File: config.mk
export PLATFORM = sky130hd
export DESIGN_NAME = ord_issue_gate
export DESIGN_NICKNAME = d
export VERILOG_FILES = /design/src/rtl/ord_gate_pkg.sv /design/src/rtl/ord_slot_table.sv /design/src/rtl/ord_hazard.sv /design/src/rtl/ord_rules.sv /design/src/rtl/ord_issue_gate.sv
export SDC_FILE = /design/constraint.sdc
export NUM_CORES = 1
export LEC_CHECK = 0
export BUFFER_PORTS_ARGS = -buffer_cell sky130_fd_sc_hd__clkbuf_2
export CORE_ASPECT_RATIO = 0.5
export CORE_UTILIZATION = 35
export DETAILED_ROUTE_END_ITERATION = 7
export GPL_TIMING_DRIVEN = 0
export PLACE_DENSITY = 0.48
export SYNTH_ARGS = -nofsm -noshare
export SYNTH_HDL_FRONTEND = slang
export SYNTH_SLANG_ARGS = --single-unit
export TNS_END_PERCENT = 5
File: constraint.sdc
create_clock -name clk_i -period 3.2 [get_ports clk_i]
set_input_delay 0.48 -clock clk_i [delete_from_list [all_inputs] [get_ports clk_i]]
set_output_delay 0.48 -clock clk_i [all_outputs]
set_load 0.03 [all_outputs]
File: src/rtl/ord_gate_pkg.sv
package ord_gate_pkg;

  typedef enum logic [2:0] {
    OP_LOAD  = 3'd0,
    OP_STORE = 3'd1,
    OP_FULL  = 3'd2,
    OP_WBAR  = 3'd3,
    OP_SBAR  = 3'd4,
    OP_ACQ   = 3'd5,
    OP_REL   = 3'd6,
    OP_RSVD  = 3'd7
  } op_e;

  typedef enum logic [2:0] {
    MD_SEQ  = 3'd0,
    MD_WR   = 3'd1,
    MD_TSO  = 3'd2,
    MD_PSO  = 3'd3,
    MD_WEAK = 3'd4
  } mode_e;

  typedef struct packed {
    logic any_valid;
    logic any_ld;
    logic any_st;
    logic any_acq;
    logic any_wf;
    logic full;
    logic hit_ld;
    logic hit_st;
  } haz_t;

  function automatic mode_e decode_mode(input logic [2:0] raw);
    return (raw > 3'd4) ? MD_SEQ : mode_e'(raw);
  endfunction

endpackage

File: src/rtl/ord_slot_table.sv
module ord_slot_table #(
  parameter int N_SLOTS = 4,
  parameter int ADDR_W  = 16,
  localparam int SLOT_W = (N_SLOTS > 1) ? $clog2(N_SLOTS) : 1
) (
  input  logic                           clk_i,
  input  logic                           rst_ni,
  input  logic                           alloc_i,
  input  logic                           alloc_ld_i,
  input  logic                           alloc_st_i,
  input  logic                           alloc_acq_i,
  input  logic [ADDR_W-1:0]              alloc_addr_i,
  input  logic                           sbar_i,
  input  logic                           ack_i,
  input  logic [SLOT_W-1:0]              ack_slot_i,
  output logic [N_SLOTS-1:0]             valid_o,
  output logic [N_SLOTS-1:0]             ld_o,
  output logic [N_SLOTS-1:0]             st_o,
  output logic [N_SLOTS-1:0]             acq_o,
  output logic [N_SLOTS-1:0]             wf_o,
  output logic [N_SLOTS-1:0][ADDR_W-1:0] addr_o,
  output logic [SLOT_W-1:0]              free_idx_o,
  output logic                           full_o
);

  logic [N_SLOTS-1:0]             valid_q, ld_q, st_q, acq_q, wf_q;
  logic [N_SLOTS-1:0][ADDR_W-1:0] addr_q;

  // lowest free slot wins
  always_comb begin
    free_idx_o = '0;
    for (int k = N_SLOTS - 1; k >= 0; k--) begin
      if (!valid_q[k]) free_idx_o = SLOT_W'(k);
    end
  end

  assign full_o  = &valid_q;
  assign valid_o = valid_q;
  assign ld_o    = ld_q;
  assign st_o    = st_q;
  assign acq_o   = acq_q;
  assign wf_o    = wf_q;
  assign addr_o  = addr_q;

  for (genvar i = 0; i < N_SLOTS; i++) begin : g_slot
    logic hit_ack, hit_alloc;
    assign hit_ack   = ack_i && (ack_slot_i == SLOT_W'(i)) && valid_q[i];
    assign hit_alloc = alloc_i && (free_idx_o == SLOT_W'(i)) && !valid_q[i];

    always_ff @(posedge clk_i or negedge rst_ni) begin
      if (!rst_ni) begin
        valid_q[i] <= 1'b0;
        ld_q[i]    <= 1'b0;
        st_q[i]    <= 1'b0;
        acq_q[i]   <= 1'b0;
        wf_q[i]    <= 1'b0;
        addr_q[i]  <= '0;
      end else if (hit_ack) begin
        valid_q[i] <= 1'b0;
        wf_q[i]    <= 1'b0;
      end else if (hit_alloc) begin
        valid_q[i] <= 1'b1;
        ld_q[i]    <= alloc_ld_i;
        st_q[i]    <= alloc_st_i;
        acq_q[i]   <= alloc_acq_i;
        wf_q[i]    <= 1'b0;
        addr_q[i]  <= alloc_addr_i;
      end else if (sbar_i && valid_q[i] && st_q[i]) begin
        wf_q[i]    <= 1'b1;
      end
    end

    AST_HELD_UNTIL_ACK: assert property (@(posedge clk_i) disable iff (!rst_ni)
      (valid_q[i] && !(ack_i && ack_slot_i == SLOT_W'(i))) |=> valid_q[i]);
  end

  AST_NO_OVERFLOW: assert property (@(posedge clk_i) disable iff (!rst_ni)
    alloc_i |-> !full_o);

endmodule

File: src/rtl/ord_hazard.sv
module ord_hazard
  import ord_gate_pkg::*;
#(
  parameter int N_SLOTS = 4,
  parameter int ADDR_W  = 16
) (
  input  logic [N_SLOTS-1:0]             valid_i,
  input  logic [N_SLOTS-1:0]             ld_i,
  input  logic [N_SLOTS-1:0]             st_i,
  input  logic [N_SLOTS-1:0]             acq_i,
  input  logic [N_SLOTS-1:0]             wf_i,
  input  logic [N_SLOTS-1:0][ADDR_W-1:0] addr_i,
  input  logic                           full_i,
  input  logic [ADDR_W-1:0]              op_addr_i,
  output haz_t                           haz_o
);

  logic [N_SLOTS-1:0] match;

  for (genvar i = 0; i < N_SLOTS; i++) begin : g_cmp
    assign match[i] = valid_i[i] && (addr_i[i] == op_addr_i);
  end

  always_comb begin
    haz_o.any_valid = |valid_i;
    haz_o.any_ld    = |(valid_i & ld_i);
    haz_o.any_st    = |(valid_i & st_i);
    haz_o.any_acq   = |(valid_i & acq_i);
    haz_o.any_wf    = |(valid_i & wf_i);
    haz_o.full      = full_i;
    haz_o.hit_ld    = |(match & ld_i);
    haz_o.hit_st    = |(match & st_i);
  end

endmodule

File: src/rtl/ord_rules.sv
module ord_rules
  import ord_gate_pkg::*;
(
  input  mode_e mode_i,
  input  logic  op_valid_i,
  input  op_e   op_i,
  input  haz_t  haz_i,
  input  logic  mode_stall_i,
  output logic  grant_o,
  output logic  take_o,
  output logic  fwd_o,
  output logic  as_ld_o,
  output logic  as_st_o,
  output logic  as_acq_o,
  output logic  sbar_o
);

  logic ld_ord, st_ord, fwd_md, base, hit;

  always_comb begin
    unique case (mode_i)
      MD_WR, MD_TSO: begin
        ld_ord = !haz_i.any_ld;
        st_ord = !haz_i.any_valid;
      end
      MD_PSO: begin
        ld_ord = !haz_i.any_ld;
        st_ord = !haz_i.any_ld && !haz_i.any_wf;
      end
      MD_WEAK: begin
        ld_ord = 1'b1;
        st_ord = !haz_i.any_wf;
      end
      default: begin
        ld_ord = !haz_i.any_valid;
        st_ord = !haz_i.any_valid;
      end
    endcase
  end

  assign fwd_md = (mode_i == MD_TSO) || (mode_i == MD_PSO) || (mode_i == MD_WEAK);
  assign base   = op_valid_i && !haz_i.any_acq && !mode_stall_i;
  assign hit    = haz_i.hit_ld || haz_i.hit_st;

  always_comb begin
    grant_o  = 1'b0;
    take_o   = 1'b0;
    fwd_o    = 1'b0;
    as_ld_o  = 1'b0;
    as_st_o  = 1'b0;
    as_acq_o = 1'b0;
    sbar_o   = 1'b0;
    unique case (op_i)
      OP_LOAD: begin
        if (base && ld_ord) begin
          if (!hit && !haz_i.full) begin
            grant_o = 1'b1;
            take_o  = 1'b1;
            as_ld_o = 1'b1;
          end else if (fwd_md && haz_i.hit_st && !haz_i.hit_ld) begin
            grant_o = 1'b1;
            fwd_o   = 1'b1;
          end
        end
      end
      OP_STORE: begin
        if (base && st_ord && !hit && !haz_i.full) begin
          grant_o = 1'b1;
          take_o  = 1'b1;
          as_st_o = 1'b1;
        end
      end
      OP_ACQ: begin
        if (base && ld_ord && !hit && !haz_i.full) begin
          grant_o  = 1'b1;
          take_o   = 1'b1;
          as_ld_o  = 1'b1;
          as_acq_o = 1'b1;
        end
      end
      OP_REL: begin
        if (base && !haz_i.any_valid) begin
          grant_o = 1'b1;
          take_o  = 1'b1;
          as_st_o = 1'b1;
        end
      end
      OP_WBAR: grant_o = base && !haz_i.any_st;
      OP_SBAR: begin
        grant_o = base;
        sbar_o  = base;
      end
      default: grant_o = base && !haz_i.any_valid;
    endcase
  end

endmodule

File: src/rtl/ord_issue_gate.sv
module ord_issue_gate
  import ord_gate_pkg::*;
#(
  parameter int N_SLOTS = 4,
  parameter int ADDR_W  = 16,
  localparam int SLOT_W = (N_SLOTS > 1) ? $clog2(N_SLOTS) : 1
) (
  input  logic              clk_i,
  input  logic              rst_ni,
  input  logic [2:0]        mode_i,
  input  logic              op_valid_i,
  input  logic [2:0]        op_type_i,
  input  logic [ADDR_W-1:0] op_addr_i,
  input  logic              ack_valid_i,
  input  logic [SLOT_W-1:0] ack_slot_i,
  output logic              issue_o,
  output logic [SLOT_W-1:0] issue_slot_o,
  output logic              fwd_o,
  output logic              stall_o
);

  logic [N_SLOTS-1:0]             valid, ld, st, acq, wf;
  logic [N_SLOTS-1:0][ADDR_W-1:0] addr;
  logic [SLOT_W-1:0]              free_idx;
  logic                           full;
  haz_t                           haz;

  logic [2:0] mode_q, mode_eff;
  mode_e      mode;
  logic       mode_stall;
  op_e        op;
  logic       grant, take, as_ld, as_st, as_acq, sbar;

  // mode is only re-sampled while nothing is in flight
  assign mode_eff   = haz.any_valid ? mode_q : mode_i;
  assign mode_stall = haz.any_valid && (mode_i != mode_q);
  assign mode       = decode_mode(mode_eff);
  assign op         = op_e'(op_type_i);

  always_ff @(posedge clk_i or negedge rst_ni) begin
    if (!rst_ni) mode_q <= 3'd0;
    else         mode_q <= mode_eff;
  end

  ord_slot_table #(.N_SLOTS(N_SLOTS), .ADDR_W(ADDR_W)) u_tab (
    .clk_i        (clk_i),
    .rst_ni       (rst_ni),
    .alloc_i      (take),
    .alloc_ld_i   (as_ld),
    .alloc_st_i   (as_st),
    .alloc_acq_i  (as_acq),
    .alloc_addr_i (op_addr_i),
    .sbar_i       (sbar),
    .ack_i        (ack_valid_i),
    .ack_slot_i   (ack_slot_i),
    .valid_o      (valid),
    .ld_o         (ld),
    .st_o         (st),
    .acq_o        (acq),
    .wf_o         (wf),
    .addr_o       (addr),
    .free_idx_o   (free_idx),
    .full_o       (full)
  );

  ord_hazard #(.N_SLOTS(N_SLOTS), .ADDR_W(ADDR_W)) u_haz (
    .valid_i   (valid),
    .ld_i      (ld),
    .st_i      (st),
    .acq_i     (acq),
    .wf_i      (wf),
    .addr_i    (addr),
    .full_i    (full),
    .op_addr_i (op_addr_i),
    .haz_o     (haz)
  );

  ord_rules u_rule (
    .mode_i       (mode),
    .op_valid_i   (op_valid_i),
    .op_i         (op),
    .haz_i        (haz),
    .mode_stall_i (mode_stall),
    .grant_o      (grant),
    .take_o       (take),
    .fwd_o        (fwd_o),
    .as_ld_o      (as_ld),
    .as_st_o      (as_st),
    .as_acq_o     (as_acq),
    .sbar_o       (sbar)
  );

  assign issue_o      = grant;
  assign issue_slot_o = take ? free_idx : '0;
  assign stall_o      = op_valid_i && !grant;

  AST_SEQ_SERIAL: assert property (@(posedge clk_i) disable iff (!rst_ni)
    (take && mode == MD_SEQ) |-> !(|valid));
  AST_ACQ_BLOCKS: assert property (@(posedge clk_i) disable iff (!rst_ni)
    (|(valid & acq)) |-> !issue_o);
  AST_MODE_DRAIN: assert property (@(posedge clk_i) disable iff (!rst_ni)
    ((|valid) && mode_i != mode_q) |-> !issue_o);
  AST_FWD_RELAXED: assert property (@(posedge clk_i) disable iff (!rst_ni)
    fwd_o |-> (op == OP_LOAD && mode != MD_SEQ && mode != MD_WR));
  AST_REL_EMPTY: assert property (@(posedge clk_i) disable iff (!rst_ni)
    (issue_o && op == OP_REL) |-> !(|valid));
  AST_SLOT_HELD: assert property (@(posedge clk_i) disable iff (!rst_ni)
    (take && !ack_valid_i) |=> valid[$past(free_idx)]);

endmodule

==> key figures <==
Outcome
  • Status: finished, violations left
  • Failing checks: setup timing

GRT
  • Vias in the first global route: between 3000 and 4000
  • Gr ovfl total: 0
  • Aggregate global-route resource usage: around 18%
  • First-pass GRT wire length: 19.1 mm
  • Largest net degree at the start of global routing: between 50 and 60
  • Initial antenna violation count: 0

Finish
  • Fin nets: between 400 and 500
  • Fill count: between 1000 and 1500
  • Layout Cells excl Fill: 644
  • Area Growth Syn to Fin: 17.9%
  • Layout cell share with drive strength beyond 1: 33.3%
  • Most frequent cells in the layout: 86 x dfrtp_1, 61 x mux2_2, 45 x xnor2_1
  • Most common cell after layout, fill and taps aside: dfrtp_1
  • Antenna diode count: 0

Placed design
  • Placer Congestion: ~0.85
  • IO buf count: 16
  • Hpwl dp: ~8.7 mm
  • Placed Instances: approximately 620

STA
  • Max-slew headroom: 49.0%
  • Worst-margin pin slew: around 770 ps
  • Final Hold Viols: 0
  • Fin. max-slew vios: 0
  • F_max: a little over 300 MHz
  • Tmin final: about 3200 ps
  • WHS: roughly 240 ps
  • Fin worst setup slack: -17.8 ps
  • Final setup violation count: 1
  • Setup Skew: approximately 9 ps
  • RSZ-0062 raised after global routing: yes
  • Final worst-path cycle share: 101%

Clocking
  • Total CTS buffers: 9
  • CTS Sinks: 87
  • CTS tree: yes
  • CTS H-tree lvls: 3
  • Clock Root Buffer: clkbuf_16
  • Later-pin clock latency in the skew report: about 340 ps
  • Clock-pin slew on the worst setup and hold paths: roughly 70 ps
  • Hold-fix buffers, CTS: 0
  • CTS Buffer Depth: 2

Detailed routing
  • Vias: ~3300
  • Drc violations: 0
  • Via-to-Cell Ratio: roughly 5.2
  • Avg WL per Cell: approximately 18 microns
  • Total Routed Length: ~12 mm
  • Remaining antenna violation count: 0
  • DR pass1 iterations: 4
  • Starting DRT DRC Count: 221

Floorplanning
  • Row count: 29
  • Core Footprint: between 0.01 and 0.015 sq mm
  • Die ar.: about 0.014 sq mm
  • Die W: roughly 170 microns
  • Initial core utilization: roughly 37%
  • Die Height: roughly 84 microns
  • IO Count: 33

Yosys
  • Sequential area share after synthesis: a little under half
  • Mapped Cells: 432
  • Post-synth cell types: between 50 and 60
  • Post-synth EDFFs: 0
  • Avg Cell Area, Syn: approximately 11 sq um
  • Syn_nets: 460
  • Dominant synthesized flop cell: dfrtp_1
  • Cell area after synthesis: around 0.0048 sq mm
  • Synth async-reset ratio: 100%
  • Syn. warnings: 0
  • Post-synthesis register bit count: between 80 and 90

Pwr
  • Pwr dens: around 740 mW/mm^2
  • Overall Power: between 4 and 5 mW
  • Peak VDD IR: 0.000269 V
  • Pleak: 2.46 nW

Worst setup path
  • R2R Path Start: u_tab.valid_o[0]
  • Worst path required time: approximately 2700 ps
  • Reg2Reg Capture Point: u_tab.addr_o[9]
  • Worst setup SP type: flop
  • Cells on worst reg2reg path: 10
  • Crit Path Category: flop to output pin
  • Critical Path Sink Type: output pin
  • CP max FO: 6
  • Reg-to-reg slack, setup: roughly 90 ps
  • Crit path DAT: ~2700 ps

Worst hold path
  • Hold/Removal Path Class: input pin to async pin

Job
  • Max-Cap Viols: 0
[worst max-delay path by stage]
stage / from / end / slack (ps)
after global placement: op_addr_i[6] / issue_slot_o[0] / -900
after CTS: u_tab.valid_o[0] / fwd_o / -130
after global routing: u_tab.valid_o[0] / issue_slot_o[0] / -160
after detailed placement: op_addr_i[6] / issue_slot_o[0] / -880
final: u_tab.valid_o[0] / issue_slot_o[0] / -20
after floorplan: op_addr_i[15] / issue_slot_o[0] / 80
[sequential cells by signal, indices dropped and copies added, names as in the netlist]
signal and count:
u_tab.addr_o 64, u_tab.acq_o 4, u_tab.ld_o 4, u_tab.st_o 4, u_tab.valid_o 4, u_tab.wf_o 4
mode_q 3
[worst max-delay path: stages (launching register included)]
cell,delay (ps)
dfrtp_2,480
a222oi_1,400
nand3_1,180
or3_4,460
a21oi_4,170
and3_4,230
a21boi_4,80
a211oi_2,190
clkbuf_8,200
[routing by layer]
| metal | share of wire, % | track usage [%] | wire (microns) |
|---|---|---|---|
| met1 | 54 | 27.8 | 6400 |
| met2 | 41 | 25.0 | 4830 |
| met3 | 4.7 | 3.91 | 562 |
| met4 | 0.94 | 6.31 | 112 |
| met5 | 0 | 0 | 0 |
[stage by stage]
stage / utilization (%) / setup TNS, ps / cell area [sq um] / setup WS [ps]
global placement: 39.0 / -18540 / 5050 / -904
detailed placement: 39.2 / -20540 / 5070 / -878
floorplan: - / 0 / 4760 / 76.3
CTS: 42.1 / -843 / 5450 / -132
global route: 43.3 / -1150 / 5600 / -163
finish: 43.3 / -17.8 / 5600 / -17.8
[cell type report]
cell class              count  area [sq um]  share of cell area [%]
plain buffers              27           150                    2.68
clock buffers              11           233                    4.15
clock inverters             5          35.0                   0.625
inverters                  10          37.5                   0.670
multi-input cells         308          2560                    45.7
flip-flops and latches     87          2180                    38.9
well taps                 170           213                    3.80
repair buffers             26           198                    3.53
[report_power, final]
part           switching [mW]  total, mW  internal [mW]
Clock                   0.438      0.964          0.527
Sequential              0.288       1.73           1.44
Combinational           0.748       1.48          0.733
[repair_timing]
action | in CTS | in global routing
setup endpoints to repair | 44 | 28
pin swaps | 4 | 6
buffers inserted | 4 | 5
resized for setup | 23 | 38
hold endpoints to repair | 0 | 0
[synth_stat cells (3+ instances only)]
| cell type | count | area [sq um] |
|---|---|---|
| nand3_1 | 11 | 55.1 |
| a21oi_1 | 5 | 25.0 |
| and3_1 | 8 | 50.1 |
| nand4b_1 | 3 | 26.3 |
| dfrtp_1 | 87 | 2180 |
| buf_2 | 17 | 85.1 |
| mux2_2 | 69 | 777 |
| o21ai_0 | 5 | 25.0 |
| a22oi_1 | 4 | 30.0 |
| xnor2_1 | 45 | 394 |
| a2bb2oi_1 | 3 | 26.3 |
| nor4_1 | 8 | 50.1 |
| a31oi_1 | 3 | 18.8 |
| nor2_1 | 13 | 48.8 |
| clkbuf_1 | 9 | 33.8 |
| nand2b_1 | 15 | 93.8 |
| inv_1 | 10 | 37.5 |
| nor3_1 | 11 | 55.1 |
| nand4_1 | 20 | 125 |
| xor2_1 | 16 | 140 |
| nor2b_1 | 3 | 18.8 |
| a32oi_1 | 4 | 35.0 |
| nand2_1 | 28 | 105 |
[cell families after synthesis]
| logic type | synth area share, % |
|---|---|
| buffers and inverters | 3.53 |
| AOI/OAI and AO/OA | 7.50 |
| and+or+nand+nor | 15.1 |
| DFF | 45.8 |
| xor gates and xnor gates | 11.2 |
| muxes | 16.8 |
(Power assumes the default switching activity.)
